$ cat src/rtl/tmr_pkg.sv
package tmr_pkg;
  localparam int COPIES = 3;

  typedef enum logic [1:0] {
    MODE_HOLD  = 2'b00,
    MODE_LOAD  = 2'b01,
    MODE_SHIFT = 2'b10,
    MODE_RSVD  = 2'b11
  } mode_e;
endpackage

$ cat src/rtl/tmr_voter.sv
module tmr_voter #(
  parameter int WIDTH = 8
) (
  input  logic [2:0][WIDTH-1:0] cp,
  output logic [WIDTH-1:0]      voted,
  output logic                  disagree
);
  logic [WIDTH-1:0] diff_bits;

  always_comb begin
    voted     = (cp[0] & cp[1]) | (cp[1] & cp[2]) | (cp[0] & cp[2]);
    diff_bits = (cp[0] ^ cp[1]) | (cp[1] ^ cp[2]);
    disagree  = |diff_bits;
  end
endmodule

$ cat src/rtl/tmr_copy.sv
module tmr_copy
  import tmr_pkg::*;
#(
  parameter int WIDTH = 8
) (
  input  logic             clk,
  input  logic             rst,
  input  logic [1:0]       mode,
  input  logic [WIDTH-1:0] voted,
  input  logic [WIDTH-1:0] load_data,
  input  logic             ser_in,
  input  logic             inj_en,
  input  logic [WIDTH-1:0] inj_mask,
  output logic [WIDTH-1:0] cq
);
  logic [WIDTH-1:0] shifted;
  logic [WIDTH-1:0] base_nxt;
  logic [WIDTH-1:0] flip;
  mode_e            m;

  generate
    if (WIDTH == 1) begin : g_narrow
      assign shifted = ser_in;
    end else begin : g_wide
      assign shifted = {voted[WIDTH-2:0], ser_in};
    end
  endgenerate

  always_comb begin
    m = mode_e'(mode);
    unique case (m)
      MODE_LOAD:  base_nxt = load_data;
      MODE_SHIFT: base_nxt = shifted;
      default:    base_nxt = voted;
    endcase
    flip = inj_en ? inj_mask : '0;
  end

  always_ff @(posedge clk) begin
    if (rst) cq <= '0;
    else     cq <= base_nxt ^ flip;
  end
endmodule

$ cat src/rtl/tmr_scrub_reg.sv
module tmr_scrub_reg
  import tmr_pkg::*;
#(
  parameter int WIDTH = 8
) (
  input  logic             clk,
  input  logic             rst,
  input  logic [1:0]       mode,
  input  logic [WIDTH-1:0] load_data,
  input  logic             ser_in,
  input  logic             inj_stb,
  input  logic [2:0]       inj_sel,
  input  logic [WIDTH-1:0] inj_mask,
  output logic [WIDTH-1:0] q,
  output logic             mismatch,
  output logic             mismatch_sticky
);
  logic [2:0][WIDTH-1:0] copies;
  logic [WIDTH-1:0]      voted;
  logic                  disagree;

  tmr_voter #(.WIDTH(WIDTH)) u_voter (
    .cp       (copies),
    .voted    (voted),
    .disagree (disagree)
  );

  generate
    for (genvar k = 0; k < COPIES; k++) begin : g_copy
      tmr_copy #(.WIDTH(WIDTH)) u_copy (
        .clk       (clk),
        .rst       (rst),
        .mode      (mode),
        .voted     (voted),
        .load_data (load_data),
        .ser_in    (ser_in),
        .inj_en    (inj_stb & inj_sel[k]),
        .inj_mask  (inj_mask),
        .cq        (copies[k])
      );
    end
  endgenerate

  always_ff @(posedge clk) begin
    if (rst)           mismatch_sticky <= 1'b0;
    else if (disagree) mismatch_sticky <= 1'b1;
  end

  assign q        = voted;
  assign mismatch = disagree;
endmodule

$ cat config.mk
export PLATFORM = sky130hd
export DESIGN_NAME = tmr_scrub_reg
export DESIGN_NICKNAME = d
export VERILOG_FILES = /design/src/rtl/tmr_pkg.sv /design/src/rtl/tmr_voter.sv /design/src/rtl/tmr_copy.sv /design/src/rtl/tmr_scrub_reg.sv
export SDC_FILE = /design/constraint.sdc
export NUM_CORES = 1
export LEC_CHECK = 0
export BUFFER_PORTS_ARGS = -buffer_cell sky130_fd_sc_hd__buf_2
export CAP_MARGIN = 20
export CORE_MARGIN = 2
export CORE_UTILIZATION = 39
export CTS_BUF_LIST = sky130_fd_sc_hd__clkbuf_16
export CTS_CLUSTER_DIAMETER = 60
export DETAILED_ROUTE_END_ITERATION = 8
export PLACE_DENSITY = 0.6
export SYNTH_ARGS = -nofsm -noshare
export SYNTH_HDL_FRONTEND = slang
export SYNTH_SLANG_ARGS = --single-unit
$ cat constraint.sdc
create_clock -name clk -period 1.7 [get_ports clk]
set_input_delay 0.17 -clock clk [delete_from_list [all_inputs] [get_ports clk]]
set_output_delay 0.17 -clock clk [all_outputs]
set_load 0.1 [all_outputs]
# Yosys cells after proc, flatten, opt, wreduce, memory -nomap -nowiden
# Cells that the tools add are included.
dict set report word_totals {
  out_inout_bits 10
  register_bits 25
  elab_cells 25
  inputBits 25
}
dict set report classes {
  n_eq_ne 2
  n_mux 4
  reduce_logical 1
  bitwise 14
}
# cell n
set ops {}
lappend ops {{8-bit XOR} 5}
lappend ops {{8-bit AND} 3}
lappend ops {{8-bit two-way mux} 3}
lappend ops {{8-bit bitwise OR} 3}
lappend ops {{8-bit case mux with 2 select lines} 1}
lappend ops {{8-bit OR reduction} 1}
lappend ops {{1-bit AND} 3}
lappend ops {{2-bit by 1-bit == test with 1-bit output, second input constant} 1}
lappend ops {{2-bit == test, second input constant} 1}

# Depth between registers and ports, before layout
# Gate-level depths: netlist of the first run.
dict set report depth {
  ltp_word 5
  mapped_depth 8
  depth_no_buf 6
}

# Hierarchy
# A second synthesis of the first run with hierarchy kept.
dict set report unflattened {
  hier_cells 238
  hier_area_um2 2129.5
}
# module seq_area_each_um2 cells_per_inst area_each_um2 instances
set by_module_without_submodules {}
lappend by_module_without_submodules {tmr_copy 160.2 68 593.1 3}
lappend by_module_without_submodules {tmr_voter 0.0 29 301.5 1}
lappend by_module_without_submodules {tmr_scrub_reg 20.0 5 48.8 1}

# Worst setup path after synthesis of the first run
# Ideal clock, no wire load.
dict set report synth_path {
  path_type {flip-flop to flip-flop}
  startpoint {register g_copy[1].u_copy.cq[6]}
  endpoint {register mismatch_sticky}
  t_arrival_ps 2165
  stages_incl_launch_ff 6
  slack_ps -588
  required_ps 1577
  period_less_slack_ps 2288
  path_buffers 0
  setup_time_ps 123
  cell_sequence {dfxtp_1 ha_1 nor4_1 nand4_1 nor2_1 nor2_1}
}
dict set report synth_between {
  elab_chain_len 3
  word_cells_on_any_way 4
  classes_between {bitwise: 3; reduce/logical: 1}
}
# item line_no
set synth_rtl {}
lappend synth_rtl {{start: declaration} tmr_copy.sv:14} ;# output logic [WIDTH-1:0] cq
lappend synth_rtl {{start signal: assignment} tmr_copy.sv:41} ;# else cq <= base_nxt ^ flip;
lappend synth_rtl {{8-bit XOR} tmr_voter.sv:12} ;# diff_bits = (cp[0] ^ cp[1]) | (cp[1] ^ cp[2]);
lappend synth_rtl {{8-bit bitwise OR (*)} tmr_voter.sv:12}
lappend synth_rtl {{8-bit OR reduction (*)} tmr_voter.sv:13} ;# disagree = |diff_bits;
lappend synth_rtl {{net mismatch} tmr_scrub_reg.sv:15} ;# output logic mismatch,
lappend synth_rtl {{end signal: assignment} tmr_scrub_reg.sv:45} ;# if (rst) mismatch_sticky <= 1'b0;
lappend synth_rtl {{end signal: assignment} tmr_scrub_reg.sv:46} ;# else if (disagree) mismatch_sticky <= 1'b1;
lappend synth_rtl {{end: declaration} tmr_scrub_reg.sv:16} ;# output logic mismatch_sticky
# Mark *: on every way through the listed nets, which the timed path passes. The rest lies on a longest branch.
# A chain may end at the register's enable or synchronous reset.

# Final worst setup path of the first run
dict set report layout_path {
  startpoint {register g_copy[2].u_copy.cq[6]}
  endpoint {output port mismatch}
}
dict set report layout_between {
  elab_chain_len 3
}
# item line_no
set layout_rtl {}
lappend layout_rtl {{start: declaration} tmr_copy.sv:14}
lappend layout_rtl {{start signal: assignment} tmr_copy.sv:41}
lappend layout_rtl {{8-bit XOR} tmr_voter.sv:12}
lappend layout_rtl {{8-bit bitwise OR} tmr_voter.sv:12}
lappend layout_rtl {{8-bit OR reduction} tmr_voter.sv:13}
lappend layout_rtl {{end: declaration} tmr_scrub_reg.sv:15}
# No other way between the ends.

==> flow_metrics.py, run 1 <==
metrics = {
    "run_status": {
        "run_status": "finished, violations left",
        "violations": "negative setup slack",
    },
    "synthesis": {
        "number_of_flops_mapped_to_enable_cells_by_yosys": 0,
        "synth_top_flop_cell": "dfxtp_1",
        "yosys_register_bits": 25,
        "synth.largest_area_cell": "dfxtp_1",
        "share_of_the_yosys_chip_area_belonging_to_registers_pct": 30.4,
        "synth_area_um2": 1640,
        "synth_fp_nets": 234,
        "synthArstFlopShare_pct": 0,
        "synth_cell_types": 19,
        "synth_warnings": 0,
        "syn-instance-count": 191,
        "postSynthAreaPerCell_um2": 8.61,
        "netlist_top_cells_area": "dfxtp_1 (30%), a211o_1 (15%), ha_1 (14%), nand4b_1 (11%), nand2_1 (11%)",
        "synthDominantCellAreaShare_pct": 30.4,
    },
    "global_route": {
        "total_routing_resource_utilization_after_global_routing_pct": 18.5,
        "grt_util_met3_pct": 3.25,
        "vias_in_the_first_global_route": 1454,
        "globalRouteOverflowTotal": 0,
        "grt_first_pass_wirelength_mm": 6.52,
        "grt_antenna_before_repair": 0,
        "met2_usage_pct": 33.4,
        "grtUsageMet1_pct": 22.5,
        "most_used_routing_layer": "met2",
        "grt_max_degree": 47,
    },
    "clock_tree": {
        "clock_tree.htree_level_count": 1,
        "tritoncts.num_buffers": 3,
        "clkTransAtPathRegs_ps": 70,
        "worst_skew_pair.late_latency_ps": 260,
        "tritoncts_num_sinks": 25,
        "cts_hold_repair_buffers": 0,
        "root_buffer": "clkbuf_16",
        "tritoncts_clock_tree": "done",
        "clock_path_buffers": 2,
    },
    "layout": {
        "regArea_um2": 529,
        "area_growth_syn_to_layout_pct": 35.2,
        "fin_nets": 260,
        "multi_input_logic_area_um2": 1330,
        "post-route-cell-area_um2": 2220,
        "antennaDiodeCount": 0,
        "post_route_cells_drive_above_1_share_pct": 39.4,
        "final-instance-count-excl-fill": 266,
        "final.fill_count": 396,
    },
    "timing": {
        "post-route-min-period_ps": 1730,
        "final_critical_path_setup_slack_ps": -25.1,
        "finalHoldViolations": 0,
        "worst_pin_slew_ps": 673,
        "totalNegativeSetupSlack_ps": -25.1,
        "setup_repair_after_global_routing_missed_its_margin": "true",
        "final_min_period_over_clock_period_pct": 101,
        "drv_slew": 0,
        "max_slew_margin_pct": 55.2,
        "max_clock_freq_ghz": 0.580,
        "finClkSkew_ps": 7.42,
        "report.final.setup_viol": 1,
    },
    "critical_path": {
        "arrival_ps": 1560,
        "setup.worst_path.class": "flip-flop to primary output",
        "crit_required_ps": 1530,
        "end_kind": "primary output",
        "crit_path_start_kind": "flip-flop",
        "worstPathMaxFanout": 2,
    },
    "route": {
        "routedWlPerCell_um": 16.5,
        "drtAntennaViolNets": 0,
        "post_detailed_route_via_to_cell_ratio": 5.86,
        "postRouteWirelength_mm": 4.38,
        "route.vias.total": 1559,
        "drt_iter0_drc": 66,
        "drc_violations_left": 0,
        "dr.pass1.iters": 4,
    },
    "placement": {
        "placedInstanceArea_um2": 1860,
        "place_worst_setup_slack_ps": 6.22,
        "routabilityCongestion": 0.736,
        "detailedPlacementHpwl_mm": 3.11,
        "place.port_buffers": 34,
        "dpl.cell_count": 258,
    },
    "run": {
        "cap_viol_max_count": 0,
    },
    "min_path": {
        "timing.hold.worst.class": "input pin to flip-flop",
    },
    "die": {
        "chipHeight_um": 68.9,
        "fp.dieArea_um2": 4750,
        "design.portCount": 35,
        "horiz_die_dim_um": 68.9,
        "initial_core_util_pct": 40.8,
        "core_area_um2": 4030,
        "core.rowCount": 23,
    },
    "power_and_ir_drop": {
        "power.density_nw_per_um2": 908,
        "p_leak_nw": 0.979,
        "vdd_drop_max_mv": 0.431,
        "total_power_w": 0.00202,
    },
}
[per-layer routing]
layer / wire [µm] / up-vias
li1: - / 755
met1: 1890 / 759
met2: 2230 / 43
met3: 235 / 2
met4: 21 / 0
met5: 0 / -
[cell families after synthesis]
group | Yosys count | synth area share (%)
compound gates | 38 | 20.8
xor+xnor | 3 | 1.60
fa+ha+maj | 18 | 13.7
buf+inv | 21 | 5.33
flops | 25 | 30.4
simple gates | 86 | 28.2
[sequential cells by signal, indices dropped and copies added, names as in the netlist]
register          cells
g_copy.u_copy.cq     24
mismatch_sticky       1
[synthesized netlist by cell type, types with 3 or more instances]
master,number
xor2_1,3
nand4b_1,21
inv_1,3
a211o_1,28
clkbuf_1,7
or2_1,6
buf_2,7
and2_1,3
ha_1,18
buf_1,3
nand2_1,46
a221o_1,8
dfxtp_1,25
nor4_1,4
nor2_1,5
[layout make-up]
| type | count | area share (%) |
|---|---|---|
| multi-input cells | 145 | 59.7 |
| flip-flops and latches | 25 | 23.8 |
| repair buffers | 38 | 9.45 |
| clock buffers | 3 | 3.38 |
| well taps | 50 | 2.81 |
| inverters | 4 | 0.675 |
| clock inverters | 1 | 0.169 |
[through the flow]
| stage | hold slack (ps) | util, % |
|---|---|---|
| after global routing | 280 | 55.2 |
| final | 253 | 55.2 |
| after CTS | 251 | 53.8 |
| after detailed placement | 465 | 46.1 |
| after floorplan | 374 | - |
| after global placement | 449 | 46.1 |
[report_power, final]
part / internal, W / switching (W) / leakage [nW]
combinational: 0.000312 / 0.000464 / 0.723
clock: 0.000314 / 0.000196 / 0.0423
sequential: 0.000660 / 0.0000730 / 0.214
total: 0.00129 / 0.000733 / 0.979
[worst paths after layout]
check / start / end / slack, ps / cells past startpoint
max: g_copy[2].u_copy.cq[6] / mismatch / -30 / 4
min: inj_mask[3] / g_copy[1].u_copy.cq[3] / 250 / 4
max reg2reg: g_copy[1].u_copy.cq[0] / g_copy[2].u_copy.cq[1] / 20 / 5
min reg2reg: mismatch_sticky / mismatch_sticky / 490 / 2
[worst max-delay path: stages (launching register included)]
cell	delay (ps)
dfxtp_2	340
ha_4	240
nor4_4	280
nand4_1	210
buf_8	230
[repair_timing]
| item | CTS | global route |
|---|---|---|
| setup endpoints to repair | 1 | 9 |
| setup buffers | 1 | 3 |
| gates resized for setup | 38 | 8 |
| pin swaps | 12 | 13 |
[cells in the final DEF (no fill, tap or decap), drive strengths merged]
cell type	netlist	final
nand4	1	1
a211oi	1	1
buf	10	38
a211o	28	28
nor4	4	4
dfxtp	25	25
nand2	46	46
o21a	1	1
nor2	5	5
inv	4	5
clkbuf	7	3
or2	6	6
nand4b	21	21
xor2	3	3
a221o	8	8
ha	18	18
and2	3	3
Note: power is estimated with default switching activity, not from simulation.
==> inputs of run 2 (changes only) <==
--- a/config.mk
+++ b/config.mk
@@ -5,14 +5,15 @@
 export SDC_FILE = /design/constraint.sdc
 export NUM_CORES = 1
 export LEC_CHECK = 0
-export BUFFER_PORTS_ARGS = -buffer_cell sky130_fd_sc_hd__buf_2
+export BUFFER_PORTS_ARGS = -buffer_cell sky130_fd_sc_hd__buf_4
 export CAP_MARGIN = 20
 export CORE_MARGIN = 2
-export CORE_UTILIZATION = 39
+export CORE_UTILIZATION = 50
 export CTS_BUF_LIST = sky130_fd_sc_hd__clkbuf_16
 export CTS_CLUSTER_DIAMETER = 60
 export DETAILED_ROUTE_END_ITERATION = 8
-export PLACE_DENSITY = 0.6
+export PLACE_DENSITY = 0.74
+export SKIP_LAST_GASP = 1
 export SYNTH_ARGS = -nofsm -noshare
 export SYNTH_HDL_FRONTEND = slang
 export SYNTH_SLANG_ARGS = --single-unit
==> run 2 against run 1 <==
Effect of this change:
- the run still ends with negative setup slack left
- sequential cell count unchanged
- largest power group unchanged
- combinational power is 4.3% higher
- global-route usage up 7.5 points
- clock power increased by 2%
- non-clock buffer count increased by 4
- critical path type unchanged
==> flow_metrics.py, run 2 (synthesis gave the netlist of run 1 again) <==
metrics = {
    "power_and_ir_drop": {
        "power.share.sequential_pct": 35.4,
        "power.density_nw_per_um2": 888,
        "p_sw_w": 0.000745,
        "sw_frac_of_total_pct": 36.2,
        "p_leak_nw": 1.02,
        "fraction_of_power_consumed_by_combinational_cells_pct": 39.3,
        "cellInternalPower_w": 0.00131,
        "vdd_drop_max_mv": 0.436,
        "share_clk_of_total_power_pct": 25.3,
    },
    "layout": {
        "postLayoutCoreUtil_pct": 74.7,
        "antennaDiodeCount": 0,
        "fin_nets": 264,
        "largest_registers": "g_copy.u_copy.cq (24), mismatch_sticky (1)",
        "final.fill_count": 226,
        "most_flops_register": "g_copy.u_copy.cq",
        "layout_common_cells": "nand2_1 (46), buf_4 (41), nand4b_1 (21), a211o_1 (21), dfxtp_2 (13)",
        "final_common_cell": "nand2_1",
        "post_route_cells_drive_above_1_share_pct": 40.9,
        "area_growth_syn_to_layout_pct": 41.0,
        "largest_reg_flops": 24,
    },
    "clock_tree": {
        "clock_path_buffers": 2,
        "root_buffer": "clkbuf_16",
        "cts_hold_repair_buffers": 0,
        "tritoncts_clock_tree": "done",
        "worst_skew_pair.late_latency_ps": 260,
        "tritoncts_num_sinks": 25,
        "tritoncts.num_buffers": 3,
        "clkTransAtPathRegs_ps": 60,
        "clock_tree.htree_level_count": 1,
    },
    "run_status": {
        "run_status": "finished, violations left",
        "violations": "negative setup slack",
    },
    "route": {
        "dr.pass1.iters": 4,
        "routedWlPerCell_um": 17.6,
        "route.vias.total": 1620,
        "postRouteWirelength_mm": 4.65,
        "post_detailed_route_via_to_cell_ratio": 6.14,
        "drtAntennaViolNets": 0,
        "drt_iter0_drc": 99,
        "drc_violations_left": 0,
    },
    "global_route": {
        "grt_max_degree": 47,
        "vias_in_the_first_global_route": 1554,
        "grt_first_pass_wirelength_mm": 7.17,
        "total_routing_resource_utilization_after_global_routing_pct": 26.0,
        "globalRouteOverflowTotal": 0,
        "grt_antenna_before_repair": 0,
    },
    "timing": {
        "worst_pin_slew_ps": 421,
        "post-route-min-period_ps": 1740,
        "max_slew_margin_pct": 72.0,
        "finClkSkew_ps": 2.04,
        "drv_slew": 0,
        "final.hold.worst_slack_ps": 230,
        "report.final.setup_viol": 3,
        "max_clock_freq_ghz": 0.574,
        "finalHoldViolations": 0,
        "final_critical_path_setup_slack_ps": -43.1,
        "final_min_period_over_clock_period_pct": 103,
        "setup_repair_after_global_routing_missed_its_margin": "true",
    },
    "die": {
        "fp.dieArea_um2": 3760,
        "initial_core_util_pct": 53.0,
        "core.rowCount": 20,
        "horiz_die_dim_um": 61.3,
        "chipHeight_um": 61.3,
        "design.portCount": 35,
        "core_area_um2": 3100,
    },
    "critical_path": {
        "critPathBufInv": 1,
        "path_delay_family": "simple AND/OR/NAND/NOR gates",
        "worst_r2r_path_depth": 5,
        "arrival_ps": 1570,
        "crit_path_start_kind": "flip-flop",
        "cp_cell_sequence": "ha_1 > nor4_2 > nand4_1 > buf_12",
        "critical-path-slowest-cell": "dfxtp_1",
        "crit_required_ps": 1530,
        "critPathMaxStageDelay_ps": 380,
        "setup.worst_path.class": "flip-flop to primary output",
        "worstPathMaxFanout": 2,
        "rr_endpoint": "g_copy[1].u_copy.cq[7]",
        "end_kind": "primary output",
        "regToRegSetupSlack_ps": -10,
        "reg_to_reg_start": "g_copy[1].u_copy.cq[6]",
    },
    "min_path": {
        "timing.hold.worst.class": "input pin to flip-flop",
        "hold_end": "g_copy[2].u_copy.cq[6]",
        "hold_path.startpoint": "inj_mask[6]",
        "min_delay_path_depth": 4,
    },
    "placement": {
        "detailedPlacementHpwl_mm": 3.02,
        "routabilityCongestion": 0.738,
        "place.port_buffers": 34,
        "place_worst_setup_slack_ps": 79.6,
    },
    "run": {
        "cap_viol_max_count": 0,
    },
}
==> run 2: power by group through the flow <==
stage	sequential, W	clock [W]	combinational, W
after floorplan	0.000706	0	0.000478
after global placement	0.000701	0	0.000618
after detailed placement	0.000705	0	0.000635
after CTS	0.000714	0.000516	0.000731
after global routing	0.000737	0.000556	0.000868
final	0.000730	0.000520	0.000809
==> run 2: worst reg2reg max path, stage by stage (launching register included) <==
cell	delay (ps)
dfxtp_4	360
ha_4	160
a211o_4	310
a221o_1	420
a211o_1	340
nand2_1	60
==> run 2: how the worst max path moves through the flow <==
| stage | from | end | cells after the start |
|---|---|---|---|
| after floorplan | g_copy[0].u_copy.cq[1] | mismatch_sticky | 5 |
| after global placement | g_copy[2].u_copy.cq[3] | g_copy[1].u_copy.cq[4] | 5 |
| after detailed placement | g_copy[1].u_copy.cq[4] | g_copy[1].u_copy.cq[5] | 5 |
| after CTS | g_copy[1].u_copy.cq[7] | mismatch | 4 |
| after global routing | g_copy[2].u_copy.cq[1] | mismatch | 4 |
| final | g_copy[2].u_copy.cq[1] | mismatch | 4 |
==> run 2: cell type report <==
cell class / instances / area [µm²] / area share, %
Multi-Input combinational cell: 145 / 1310 / 56.3
Sequential cell: 25 / 536 / 23.1
Timing Repair Buffer: 42 / 328 / 14.1
Clock buffer: 3 / 75.1 / 3.24
Tap cell: 44 / 55.1 / 2.37
Inverter: 4 / 15.0 / 0.648
Clock inverter: 1 / 3.75 / 0.162
==> run 2: through the flow <==
| stage | TNS, ps | std cells | cell area, µm² | total power (W) |
|---|---|---|---|---|
| 3_5_place_dp | 0 | 254 | 1950 | 0.00134 |
| 6_report | -51.4 | 264 | 2320 | 0.00206 |
| 5_1_grt | -319 | 264 | 2320 | 0.00216 |
| 4_1_cts | -28.3 | 259 | 2180 | 0.00196 |
| 3_3_place_gp | 0 | 254 | 1950 | 0.00132 |
| 2_1_floorplan | -1610 | 191 | 1700 | 0.00118 |
==> run 2: layer usage <==
metal / share of wire (%) / vias up / global-route usage, %
met5: 0 / - / 0
met4: 1.9 / 0 / 7.90
met3: 4.7 / 9 / 4.20
met2: 52 / 53 / 48.2
met1: 42 / 793 / 30.6
li1: - / 765 / -
==> run 2: what timing repair did <==
item	in CTS	in global routing
setup buffers	1	5
resized for setup	23	26
pin swaps	9	19
endpoints found under the setup margin	1	13
